File: config.mk
export PLATFORM = sky130hd
export DESIGN_NAME = hash_regfront
export DESIGN_NICKNAME = d
export VERILOG_FILES = /design/src/rtl/hash_regfront.sv
export SDC_FILE = /design/constraint.sdc
export NUM_CORES = 1
export LEC_CHECK = 0
export BUFFER_PORTS_ARGS = -buffer_cell sky130_fd_sc_hd__buf_2
export CAP_MARGIN = 20
export CORE_ASPECT_RATIO = 1.2
export CORE_MARGIN = 2
export CORE_UTILIZATION = 32
export CTS_CLUSTER_DIAMETER = 40
export DETAILED_ROUTE_END_ITERATION = 10
export PLACE_DENSITY = 0.51
export SYNTH_ARGS = -nofsm -noshare
export SYNTH_HDL_FRONTEND = slang
export SYNTH_SLANG_ARGS = --single-unit
File: constraint.sdc
create_clock -name clk -period 3.95 [get_ports clk]
set_clock_uncertainty 0.15 [all_clocks]
set_input_delay 0 -clock clk [delete_from_list [all_inputs] [get_ports clk]]
set_output_delay 0 -clock clk [all_outputs]
set_load 0.05 [all_outputs]
File: src/rtl/hash_regfront.sv
module hash_regfront #(
  parameter int          LATENCY = 6,
  parameter int          QD      = 8,
  parameter logic [31:0] REV_ID  = 32'h0002_0001,
  parameter logic [31:0] DESC1   = 32'h0000_000F,
  parameter logic [31:0] DESC2   = 32'h0000_0008
) (
  input  logic        clk,
  input  logic        rst_n,
  input  logic        reg_wr,
  input  logic        reg_rd,
  input  logic [7:0]  reg_addr,
  input  logic [31:0] reg_wdata,
  output logic [31:0] reg_rdata,
  input  logic        data_wr,
  input  logic [31:0] data_in,
  output logic        irq
);
  localparam logic [7:0] A_RST = 8'h00, A_LHI = 8'h04, A_LLO = 8'h08, A_CTL = 8'h0C;
  localparam logic [7:0] A_STA = 8'h10, A_ENA = 8'h14, A_CLR = 8'h18, A_QUE = 8'h1C;
  localparam logic [7:0] A_REV = 8'h50, A_DS1 = 8'h60, A_DS2 = 8'h70;
  localparam int QW = $clog2(QD + 1);
  localparam int IW = $clog2(QD);
  localparam int LW = $clog2(LATENCY + 1);

  logic          srst, cfg, busy;
  logic [31:0]   len_hi, len_lo, rcvd, acc;
  logic [1:0]    algo, order;
  logic [3:0]    stat, en;
  logic [LW-1:0] lcnt;
  logic [31:0]   q [QD];
  logic [QW-1:0] qcnt, ndig;
  logic [IW-1:0] top_idx;

  wire        ctl_w   = reg_wr && reg_addr == A_CTL && !srst;
  wire        pop     = reg_rd && reg_addr == A_QUE && !srst;
  wire        empty   = qcnt == '0;
  wire        accept  = data_wr && cfg && !busy && !srst;
  wire [31:0] rcvd_nx = rcvd + 32'd1;
  wire        hit     = {27'b0, rcvd_nx, 5'b0} >= {len_hi, len_lo};
  wire        zlen    = {len_hi, len_lo} == 64'd0;
  wire        done    = busy && lcnt == LW'(1);
  wire [3:0]  clr_v   = (reg_wr && reg_addr == A_CLR) ? reg_wdata[3:0] : 4'b0;
  wire [3:0]  set_v   = {data_wr && !cfg && !srst, pop && empty, done, done};

  assign top_idx = IW'(qcnt - QW'(1));
  assign irq     = |(stat & en);

  always_comb
    case (algo)
      2'd0:    ndig = QW'(4);
      2'd1:    ndig = QW'(5);
      2'd2:    ndig = QW'(7);
      default: ndig = QW'(8);
    endcase

  always_ff @(posedge clk or negedge rst_n)
    if (!rst_n) begin
      srst <= 1'b0; len_hi <= '0; len_lo <= '0; en <= '0;
    end else if (reg_wr) begin
      if (reg_addr == A_RST) srst   <= reg_wdata[0];
      if (reg_addr == A_LHI) len_hi <= reg_wdata;
      if (reg_addr == A_LLO) len_lo <= reg_wdata;
      if (reg_addr == A_ENA) en     <= reg_wdata[3:0];
    end

  always_ff @(posedge clk or negedge rst_n)
    if (!rst_n) begin
      cfg <= 1'b0; busy <= 1'b0; rcvd <= '0; acc <= '0; lcnt <= '0;
      algo <= '0; order <= '0; stat <= '0; qcnt <= '0;
      for (int k = 0; k < QD; k++) q[k] <= '0;
    end else if (srst) begin
      cfg <= 1'b0; busy <= 1'b0; rcvd <= '0; acc <= '0; lcnt <= '0;
      stat <= '0; qcnt <= '0;
    end else begin
      stat <= (stat & ~clr_v) | set_v;
      if (pop && !empty) qcnt <= qcnt - QW'(1);
      if (ctl_w) begin
        algo <= reg_wdata[1:0]; order <= reg_wdata[9:8];
        cfg <= 1'b1; rcvd <= '0; acc <= '0;
        busy <= zlen; lcnt <= LW'(LATENCY);
      end else if (accept) begin
        rcvd <= rcvd_nx; acc <= acc ^ data_in;
        if (hit) begin busy <= 1'b1; lcnt <= LW'(LATENCY); end
      end else if (done) begin
        busy <= 1'b0; cfg <= 1'b0; qcnt <= ndig;
        for (int k = 0; k < QD; k++)
          q[k] <= acc ^ {8'hD1, 2'b00, order, 2'b00, algo, 8'h00, 8'(k)};
      end else if (busy) lcnt <= lcnt - LW'(1);
    end

  always_comb
    case (reg_addr)
      A_RST:   reg_rdata = {31'b0, srst};
      A_LHI:   reg_rdata = len_hi;
      A_LLO:   reg_rdata = len_lo;
      A_CTL:   reg_rdata = {22'b0, order, 6'b0, algo};
      A_STA:   reg_rdata = {23'b0, busy, 4'b0, stat};
      A_ENA:   reg_rdata = {28'b0, en};
      A_QUE:   reg_rdata = empty ? 32'b0 : q[top_idx];
      A_REV:   reg_rdata = REV_ID;
      A_DS1:   reg_rdata = DESC1;
      A_DS2:   reg_rdata = DESC2;
      default: reg_rdata = 32'b0;
    endcase
endmodule

Yosys cells after proc, flatten, opt, wreduce, memory -nomap -nowiden
Index checks and enable logic that the tools add are counted.
{ "op_classes": {"add_sub_neg": 3, "magnitude_cmp": 2, "n_eq_ne": 16, "muxes": 33, "n_bitwise": 17, "n_reduce_logical": 35} }
{ "op_table": {"columns": ["cell", "n"], "rows": [
  ["$pmux W32 S10", 1],
  ["$mux W32", 9],
  ["$xor A32 B32 Y32", 9],
  ["$bmux W32 S3", 1],
  ["$ge A37 B64 Y1", 1],
  ["$logic_not A64 Y1", 1],
  ["$add A32 B1 Y32 const B", 1],
  ["$eq A8 B5 Y1 const B", 4],
  ["$mux W4", 7],
  ["$eq A8 B7 Y1 const B", 3],
  ["$mux W3", 6],
  ["$eq A8 B4 Y1 const B", 2],
  ["$reduce_and A2 Y1", 7],
  ["$logic_and A1 B1 Y1", 13],
  ["$pmux W4 S3", 1],
  ["$and A4 B4 Y4", 2],
  ["$eq A8 B3 Y1 const B", 1],
  ["$logic_not A8 Y1", 1],
  ["$mux W1", 8],
  ["$reduce_bool A4 Y1", 2],
  ["$reduce_bool A3 Y1", 2],
  ["$ge A4 B4 Y1 const B", 1],
  ["$logic_not A1 Y1", 4],
  ["$logic_not A4 Y1", 1],
  ["16 further kinds", 18]
]} }
{ "word_totals": {"ff_bits": 406, "inputBits": 77, "wordCells": 127} }

Longest topological paths before layout
{ "depth": {"ltp_word": 9, "ltp_mapped": 14, "depth_no_buf": 13} }

Worst setup path before layout
No wires, ideal clock.
{ "synth_timing": {"path_kind": "reg-to-reg", "start": "reg rcvd[2]", "end": "reg lcnt[2]", "setup_ns": 0.121, "arrival_time_ns": 3.521, "required_time_ns": 3.679, "path_slack_ns": 0.158, "stages_incl_launch_ff": 15, "period_less_slack_ns": 3.792, "path_cell_list": "dfrtp_1 > buf_2 > nand3_1 > or3_1 > clkbuf_1 > nor3_4 > nand3_1 > xnor2_1 > ha_1 > a21oi_1 > nand2_1 > a221o_1 > o31a_1 > or4_1 > a22o_1"} }
{ "synth_via": {"elab_chain_len": 4} }
{ "synth_rtl": {"columns": ["item", "line", "rtl"], "rows": [
  ["from (decl)", "27", "logic [31:0] len_hi, len_lo, rcvd, acc;"],
  ["from (signal assigned)", "83", "rcvd <= rcvd_nx; acc <= acc ^ data_in;"],
  ["$add A32 B1 Y32", "39", "wire [31:0] rcvd_nx = rcvd + 32'd1;"],
  ["$ge A37 B64 Y1", "40", "wire hit = {27'b0, rcvd_nx, 5'b0} >= {len_hi, len_lo};"],
  ["$ne A4 B3 Y1 (no line)", null, null],
  ["$reduce_and A3 Y1 (no line)", null, null],
  ["to (signal assigned)", "81", "busy <= zlen; lcnt <= LW'(LATENCY);"],
  ["to (signal assigned)", "89", "end else if (busy) lcnt <= lcnt - LW'(1);"],
  ["to (decl)", "30", "logic [LW-1:0] lcnt;"]
]} }
No other way between the ends.
A chain may end at the register's enable or synchronous reset.

Worst setup path in the final report
{ "layout_timing": {"start": "reg rcvd[0]", "end": "reg lcnt[2]"} }
The elaborated chain is that of the path after synthesis.

==> impl_metrics.toml <==
[synthesis]
yosysMostFrequentCell = "dfrtp_1"
synth_area_leaders = "dfrtp_1, mux2_2, ha_1"
ys_async_sr_fraction_pct = 100
syn_area_per_cell_um2 = 10.5
yosysUniqueCellTypes = 59
ys_seq_area_share_pct = 47.3
yosysTopAreaCell = "dfrtp_1"
syn_nets = 1050
syn-cell-area_um2 = 9800
synth_enable_flop_cells = 0
yosysWarnings = 0
synth_ff_type = "dfrtp_1"
yosys-top-cells-count = "dfrtp_1, mux2_2, nand2_1"
synth_cells = 935
netlist.area_leader.share_pct = 47.3
synth_seq_cells = 185

[clock_network]
cts_made_buffers = 17
clock_latency_ns = 0.44
clockBufferDepth = 2
cts_root_buf = "clkbuf_16"
clkTransAtPathRegs_ns = 0.08
htree_levels = 4
clock-sinks = 185
cts_tree = "yes"

[sta]
worst_pin_slew_ns = 0.992
drv_slew = 0
rsz0062_at_grt = "true"
whs_ns = 0.0429
setup_tns_ns = 0
slew_headroom_pct = 33.9
hold_viol = 0
setup_viol = 0
finalCritPeriodShare_pct = 98.4
max_freq_ghz = 0.257
finalCriticalPeriod_ns = 3.89

[die]
die_h_um = 196
boundaryPins = 110
dieArea_um2 = 32000
core_um2 = 30300
rows = 70
die_w_um = 164
initial_core_util_pct = 32.3

[pwr]
power_frac_clock_pct = 29.3
seqPwrFrac_pct = 45.6
irDropWorstVdd_mv = 0.265
power.switching_mw = 1.97
p_int_mw = 4.08
p_per_area_nw_per_um2 = 491
power_frac_comb_pct = 25.0
swShare_pct = 32.5
power.leakage_nw = 5.95

[placed_design]
dp_cells = 1421
place_hpwl_um = 20300
gp_congestion = 0.870
dpl_cell_area_um2 = 10900
numPortBuffers = 109

[critical_path]
max_stage_delay_ns = 0.57
critPathLaunchType = "flop"
rr_endpoint = "lcnt[2]"
r2r_start = "rcvd[0]"
crit_fanout = 4
cp_top_family = "simple AND/OR/NAND/NOR gates"
critPathRequiredTime_ns = 4.12
cp-end-kind = "flop"
regToRegSetupSlack_ns = 0.06
path_buf_inv = 0
crit_type = "reg -> reg"
reg2reg_depth = 13
cp_slowest_cell = "or4_4"
crit_cells = 13
cp.arrival_ns = 4.06
cp_cell_sequence = "ha_2 -> nand2_2 -> or4_4 -> nor3_4 -> nand4_1 -> xnor2_1 -> ha_1 -> nand4_1 -> nor3_1 -> a221o_1 -> o31a_1 -> or4_4 -> a22o_1"

[global_routing]
grt_overflow_total = 0
grt_pass1_vias = 7819
track_usage_pct = 18.2
grt_max_degree = 116
antenna_found_initial = 0
grt_pass1_wl_um = 44800

[routing]
ant_nets = 0
drt_wl_total_um = 28300
drtIter0Drc = 496
post-route-drc-count = 0
drtPass1Iterations = 6
wire_per_inst_um = 18.5
via_count = 7728
vias_per_cell = 5.04

[final_layout]
final_util_pct = 40.6
final_area_um2 = 12300
drive_above_1_share_pct = 26.5
stdcell_count = 1534
syn2layout_area_growth_pct = 25.5
nets = 1240
antennaDiodeCount = 0

[min_path]
whs_endpoint = "stat[3]"
hp-start = "reg_addr[3]"
hold_class = "in -> reg"
min_path_cells = 6

[run_status]
outcome = "complete, no violations"

[job]
maxCapViolCount = 0
## registers in the layout, indices dropped and copies added, names as in the netlist, 3 cells and up
name / flops
q: 35
en: 4
lcnt: 3
len_hi: 32
rcvd: 32
qcnt: 4
acc: 32
stat: 4
len_lo: 32
## cell families after synthesis
kind of cell	share of synthesized area, %
simple gates	13.8
flops	47.3
compound gates	11.6
buf+inv	4.62
mux	11.5
xor+xnor	6.26
fa+ha+maj	4.85
## routing by layer
metal / wire (um) / global-route usage (%) / up-vias
met1: 12900 / 24.6 / 3784
met3: 690 / 2.20 / 42
li1: - / - / 3737
met5: 0 / 0 / -
met2: 13900 / 29.7 / 165
met4: 742 / 6.73 / 0
## power groups by stage
stage,clock (mW),sequential [mW],combinational [mW]
after floorplan,0,2.62,1.08
final,1.77,2.76,1.51
after detailed placement,0,2.79,1.42
after CTS,1.82,2.76,1.49
after global placement,0,2.78,1.40
after global routing,1.90,2.82,1.70
## stage by stage
| step | setup slack [ns] | power (mW) |
|---|---|---|
| finish | 0.0635 | 6.04 |
| global route | -0.0666 | 6.42 |
| CTS | 0.00272 | 6.06 |
| detailed placement | 0.0534 | 4.22 |
| global placement | 0.107 | 4.18 |
| floorplan | 0.158 | 3.70 |
## cell type report
class / count / area [um^2]
clock buffer: 19 / 443
tap: 396 / 495
fill: 3024 / 18000
timing repair buffer: 214 / 1540
multi-input combinational: 636 / 4770
sequential: 185 / 4630
inverter: 71 / 267
clock inverter: 13 / 158
## layout by cell type, fill, tap and decap left out, drive strengths merged, types with 13 or more instances in the layout
| cell type | count |
|---|---|
| dfrtp | 185 |
| buf | 141 |
| mux2 | 100 |
| nand2 | 98 |
| inv | 78 |
| dlygate4sd3 | 72 |
| nor2 | 61 |
| xor2 | 48 |
| ha | 38 |
| o21ai | 32 |
| a222oi | 31 |
| a21oi | 30 |
| nand3 | 25 |
| xnor2 | 22 |
| clkbuf | 20 |
| nor4 | 19 |
| nand4 | 15 |
| nor3 | 13 |
## worst register-to-register path, stage by stage, from the launching register on
cell,delay [ns]
dfrtp_1,0.42
ha_2,0.21
nand2_2,0.07
or4_4,0.57
nor3_4,0.18
nand4_1,0.16
xnor2_1,0.23
ha_1,0.28
nand4_1,0.12
nor3_1,0.07
a221o_1,0.29
o31a_1,0.32
or4_4,0.49
a22o_1,0.21
## worst max-delay path by stage
stage | from | end | slack (ns)
global placement | rcvd[8] | lcnt[2] | 0.11
detailed placement | rcvd[8] | lcnt[2] | 0.05
CTS | rcvd[8] | lcnt[2] | 0.003
finish | rcvd[0] | lcnt[2] | 0.06
global route | rcvd[9] | lcnt[1] | -0.07
floorplan | rcvd[2] | lcnt[2] | 0.16
## what timing repair did
item / in CTS / in global routing
resized for setup: 0 / 12
endpoints found under the hold margin: 224 / 0
endpoints found under the setup margin: 0 / 4
buffers inserted: 0 / 9
hold buffers: 72 / 0
Power figures use the tool's default switching activity.
